**src/rtl/tmr_shift_unit.sv**
```systemverilog
module tmr_shift_unit #(
  parameter int W = 32
) (
  input  logic         clk,
  input  logic         rst_n,
  input  logic         reg_wr,
  input  logic         reg_rd,
  input  logic [1:0]   reg_addr,
  input  logic [W-1:0] reg_wdata,
  output logic [W-1:0] reg_rdata,
  input  logic         shift_evt,
  input  logic         store_evt,
  input  logic         start_evt,
  input  logic         stop_evt,
  input  logic         serial_in,
  output logic         serial_out,
  output logic         irq,
  output logic         dma_req
);
  localparam int HW = W / 2;
  localparam logic [1:0] M_TX = 2'd1, M_RX = 2'd2, M_MATCH = 2'd3;

  logic [1:0]   mode;
  logic         start_en, stop_en, stat_ie, err_ie, dma_en;
  logic [W-1:0] shreg, bufr;
  logic         buf_full, stat, err;

  wire ctrl_wr  = reg_wr && reg_addr == 2'd0;
  wire flag_wr  = reg_wr && reg_addr == 2'd1;
  wire buf_wr   = reg_wr && reg_addr == 2'd2;
  wire buf_rd   = reg_rd && reg_addr == 2'd2;
  wire mode_chg = ctrl_wr && reg_wdata[1:0] != mode;
  wire is_tx    = mode == M_TX;
  wire rx_like  = mode[1];

  wire match_hit = ((shreg[W-1:HW] ^ bufr[W-1:HW]) & ~bufr[HW-1:0]) == '0;
  wire keep_word = (mode == M_RX) || match_hit;
  wire room      = !buf_full || buf_rd;

  wire do_load  = is_tx && store_evt && buf_full;
  wire underrun = is_tx && store_evt && !buf_full;
  wire do_store = rx_like && store_evt && keep_word && room;
  wire overrun  = rx_like && store_evt && keep_word && !room;
  wire bit_err  = rx_like && ((start_evt && start_en && serial_in) ||
                              (stop_evt && stop_en && !serial_in));
  wire err_set  = underrun || overrun || bit_err;

  always_ff @(posedge clk or negedge rst_n) begin
    if (!rst_n) begin
      {dma_en, err_ie, stat_ie, stop_en, start_en, mode} <= '0;
    end else if (ctrl_wr) begin
      {dma_en, err_ie, stat_ie, stop_en, start_en, mode} <= reg_wdata[6:0];
    end
  end

  always_ff @(posedge clk or negedge rst_n) begin
    if (!rst_n)                    shreg <= '0;
    else if (do_load)              shreg <= bufr;
    else if (shift_evt && is_tx)   shreg <= {1'b1, shreg[W-1:1]};
    else if (shift_evt && rx_like) shreg <= {serial_in, shreg[W-1:1]};
  end

  always_ff @(posedge clk or negedge rst_n) begin
    if (!rst_n)        bufr <= '0;
    else if (buf_wr)   bufr <= reg_wdata;
    else if (do_store) bufr <= shreg;
  end

  always_ff @(posedge clk or negedge rst_n) begin
    if (!rst_n) begin
      buf_full <= 1'b0;
      stat     <= 1'b0;
    end else if (mode_chg) begin
      buf_full <= 1'b0;
      stat     <= reg_wdata[1:0] == M_TX;
    end else if (is_tx) begin
      if (buf_wr) begin
        buf_full <= 1'b1;
        stat     <= 1'b0;
      end else if (do_load) begin
        buf_full <= 1'b0;
        stat     <= 1'b1;
      end
    end else if (rx_like) begin
      if (do_store) begin
        buf_full <= 1'b1;
        stat     <= 1'b1;
      end else if (buf_rd) begin
        buf_full <= 1'b0;
        stat     <= 1'b0;
      end
    end
  end

  always_ff @(posedge clk or negedge rst_n) begin
    if (!rst_n)                        err <= 1'b0;
    else if (err_set)                  err <= 1'b1;
    else if (flag_wr && reg_wdata[1])  err <= 1'b0;
  end

  always_comb begin
    reg_rdata = '0;
    case (reg_addr)
      2'd0: reg_rdata[6:0] = {dma_en, err_ie, stat_ie, stop_en, start_en, mode};
      2'd1: reg_rdata[1:0] = {err, stat};
      2'd2: reg_rdata      = bufr;
      default: reg_rdata   = '0;
    endcase
  end

  assign serial_out = is_tx ? shreg[0] : 1'b1;
  assign irq        = (stat && stat_ie) || (err && err_ie);
  assign dma_req    = stat && dma_en;
endmodule

```
**config.mk**
```make
export PLATFORM = sky130hd
export DESIGN_NAME = tmr_shift_unit
export DESIGN_NICKNAME = d
export VERILOG_FILES = /design/src/rtl/tmr_shift_unit.sv
export SDC_FILE = /design/constraint.sdc
export NUM_CORES = 1
export LEC_CHECK = 0
export ABC_CLOCK_PERIOD_IN_PS = 5500
export BUFFER_PORTS_ARGS = -buffer_cell sky130_fd_sc_hd__buf_2
export CAP_MARGIN = 20
export CORE_MARGIN = 5
export CORE_UTILIZATION = 30
export CTS_CLUSTER_SIZE = 14
export DETAILED_ROUTE_END_ITERATION = 12
export HOLD_SLACK_MARGIN = 0.1
export PLACE_DENSITY = 0.56
export SLEW_MARGIN = 20
export SYNTH_ARGS = -nofsm -noshare
export SYNTH_HDL_FRONTEND = slang
export SYNTH_SLANG_ARGS = --single-unit
export TNS_END_PERCENT = 20
```
**constraint.sdc**
```tcl
create_clock -name clk -period 5.5 [get_ports clk]
set_clock_uncertainty 0.15 [all_clocks]
set_input_delay 0.825 -clock clk [delete_from_list [all_inputs] [get_ports clk]]
set_output_delay 0.825 -clock clk [all_outputs]
set_load 0.01 [all_outputs]
```
==> summary.md <==
| Metric | Value |
|---|---|
| Clock-pin slew on the worst setup and hold paths | 0.06 ns |
| Clock share of power | 25.4% |
| Syn nets | 502 |
| Pre-antenna DRT Iters | 5 |
| Initial drt markers | 242 |
| Die width | 128.9 um |
| RSZ-0062 raised after global routing | no |
| Comb pwr share | 33.8% |
| R2R cell count | 7 |
| Synth warn | 0 |
| Sink Count | 74 |
| Skew-Pair Late Insertion Delay | 0.33 ns |
| Post-synth EDFFs | 0 |
| Final TNS setup | 0 ns |
| Tcrit/Tclk final | 59.90% |
| Final Util | 36.65% |
| Largest net degree at the start of global routing | 67 |
| Post-place instance area | 4745 sq um |
| LEAKAGE | 2.241 nW |
| Crit Reg-Reg Endpoint | stat |
| IO Port Bufs | 77 |
| Tot GR Track Use | 15.15% |
| CP cell instances | buf_2 > nor2b_2 > buf_4 > nand2_1 > nand2_1 > buf_4 > nand2_1 > o21ai_0 > a21oi_1 |
| Min Clock Period, post-route | 3.294 ns |
| Reg-to-reg startpoint | shreg[16] |
| Mapped cell area | 4242 sq um |
| Cells after Synth | 459 |
| WL per Instance | 17.87 um |
| Worst slew pin tran | 0.9575 ns |
| Cell Int Power | 1.658 mW |
| Synth top area cells | dfrtp_1 (44%), mux2i_1 (9.0%), a21oi_1 (7.8%) |
| DP HPWL | 8387 um |
| CP arrival | 3.35 ns |
| # fillers | 1437 |
| RD Place Congestion | 0.8004 |
| Crit path largest cell delay | 0.67 ns |
| Max Fclk | 303.6 MHz |
| CP startpoint | reg_addr[1] |
| Post-synthesis compound-gate area fraction | 23.16% |
| Clock Path Buffers | 2 |
| Post-CTS Setup Bufs | 0 |
| Power per cell area | 525.2 nW/um^2 |
| Avg Inst Size Synth | 9.241 sq um |
| Max Slew Vio Count | 0 |
| Antenna cells | 0 |
| Starting density of the core | 30.56% |
| Vias in the first global route | 3812 |
| Post-route cell area | 5087 sq um |
| Share of layout cells above drive strength 1 | 22.84% |
| HP Class | flop to flop |
| Switch Pwr | 1.014 mW |
| Initial antenna violation count | 0 |
| Hold Violations, Final | 0 |
| Final Setup Violations | 0 |
| Worst Hold Launch | err |
| CP endpoint kind | flop |
| Async S/R FF share, synth | 100.0% |
| Part of the power in registers | 40.8% |
| Global route overflow | 0 |
| Crit path to | bufr[13] |
| Crit-path max FO | 36 |
| Adder-cell share of the synthesized area | 0% |
| Worst setup margin | 2.206 ns |
| Post-layout power | 2.672 mW |
| # IOs | 78 |
| Synth top area share | 43.66% |
| CP Class | primary input to flop |
| Largest family of logic cells by synthesized area | compound AO/OA/AOI/OAI gates |
| Crit path required time | 5.55 ns |
| ANT nets after route | 0 |
| Layout net count | 559 |
| Total Routed Length | 12520 um |
| Unique cell type count in the Yosys netlist | 41 |
| Max VDD drop | 0.2230 mV |
| Outcome | completed |
| Ys flop type | dfrtp_1 |
| DRC | 0 |
| CTS Root Cell | clkbuf_16 |
| Sw frac | 37.95% |
| Max_cap viols | 0 |
| Yosys top cell by area | dfrtp_1 |
| Final Non-Filler Cells | 701 |
| Hold slack | 0.3873 ns |
| Hold_buf cts | 0 |
| Simple-gate share of the synthesized area | 14.10% |
| Most frequent cell after synthesis | dfrtp_1 |
| Die Y | 128.9 um |
| Mux contribution to synthesized area | 10.83% |
| Startpoint type of the worst setup path | primary input |
| First-pass GRT wire length | 20240 um |
| CTS Buf Count | 9 |
| #FFs+latches synth | 74 |
| Most Frequent Cell on Critical Path | nand2_1 |
| Synth top cells by count | dfrtp_1 (74), nor2_1 (71), a21oi_1 (66) |
| TritonCTS clock tree | done |
| Core ar. | 13880 sq um |
| Via count | 3701 |
| Xor/xnor share of the synthesized area | 3.717% |
| Die footprint | 16620 sq um |
| R2R Setup Slk | 2.47 ns |
| Sequential area share after synthesis | 43.66% |
| Vias per std cell | 5.280 |
| Worst rel slew slack | 36.01% |
| Post-cts gate resize count | 0 |
| H-tree depth | 3 |
| Row count | 43 |
| Place WS | 1.911 ns |
| Total placed cells including tap cells | 685 |
| Area Growth Syn to Fin | 19.94% |
| Slowest-stage cell, CP | nand2_1 |
-- critical path: cells and delay by family --
kind / cells / cell delay [ns]
compound gates: 2 / 0.55
simple gates: 4 / 1.04
buf+inv: 3 / 0.90
-- power groups by stage --
stage / logic, mW / clock network, mW / registers, mW
final: 0.904 / 0.678 / 1.09
after global routing: 1.01 / 0.710 / 1.13
after CTS: 0.914 / 0.689 / 1.09
after detailed placement: 0.912 / 0 / 1.09
after global placement: 0.886 / 0 / 1.09
after floorplan: 0.713 / 0 / 0.984
-- worst min path at each step --
stage	cells past startpoint	to
after floorplan	1	err
after global placement	1	err_ie
after detailed placement	1	err_ie
after CTS	1	err_ie
after global routing	1	err
final	1	err
-- sequential cells by signal, summed over array words and instances (netlist names) --
signal and cells:
stat_ie 1, buf_full 1, start_en 1, stop_en 1, err_ie 1, dma_en 1, bufr 32, err 1
mode 2, stat 1, shreg 32
-- placed cells by master (no fill, tap or decap), drive strengths merged, types with 2 or more instances in the layout --
cell,n
o21ai,36
nand4b,2
dfrtp,74
or2,2
a22oi,2
a41oi,32
bufinv,3
a311oi,2
nor2b,2
o22ai,8
buf,86
mux2,7
a22o,2
nand2b,2
nand2,12
mux2i,38
xnor2,18
o31ai,2
nor2,71
a21oi,66
clkinv,4
nand3,2
clkbuf,9
and2,27
-- final cells by class --
type	instances	area (sq um)	area share, %
tap	180	225.2	4.427
clock inverter	7	117.6	2.312
timing repair buffer	86	452.9	8.903
clock buffer	9	225.2	4.427
inverter	1	3.754	0.07378
multi-input combinational	344	2211	43.46
sequential	74	1852	36.40
-- metal layers --
| layer | share of wire, % | vias up | wire length [um] | global-route usage [%] |
|---|---|---|---|---|
| met3 | 4.8 | 10 | 603 | 2.574 |
| li1 | - | 1781 | - | - |
| met1 | 47 | 1794 | 5871 | 20.79 |
| met5 | 0 | - | 0 | 0 |
| met2 | 47 | 116 | 5935 | 24.57 |
| met4 | 0.91 | 0 | 114 | 4.447 |
-- cell families after synthesis --
group | count (synthesis)
AO/OA/AOI/OAI | 157
XOR/XNOR | 18
buffers and inverters | 41
flip-flops | 74
multiplexers | 45
AND/OR/NAND/NOR | 124
(Power assumes the default switching activity.)
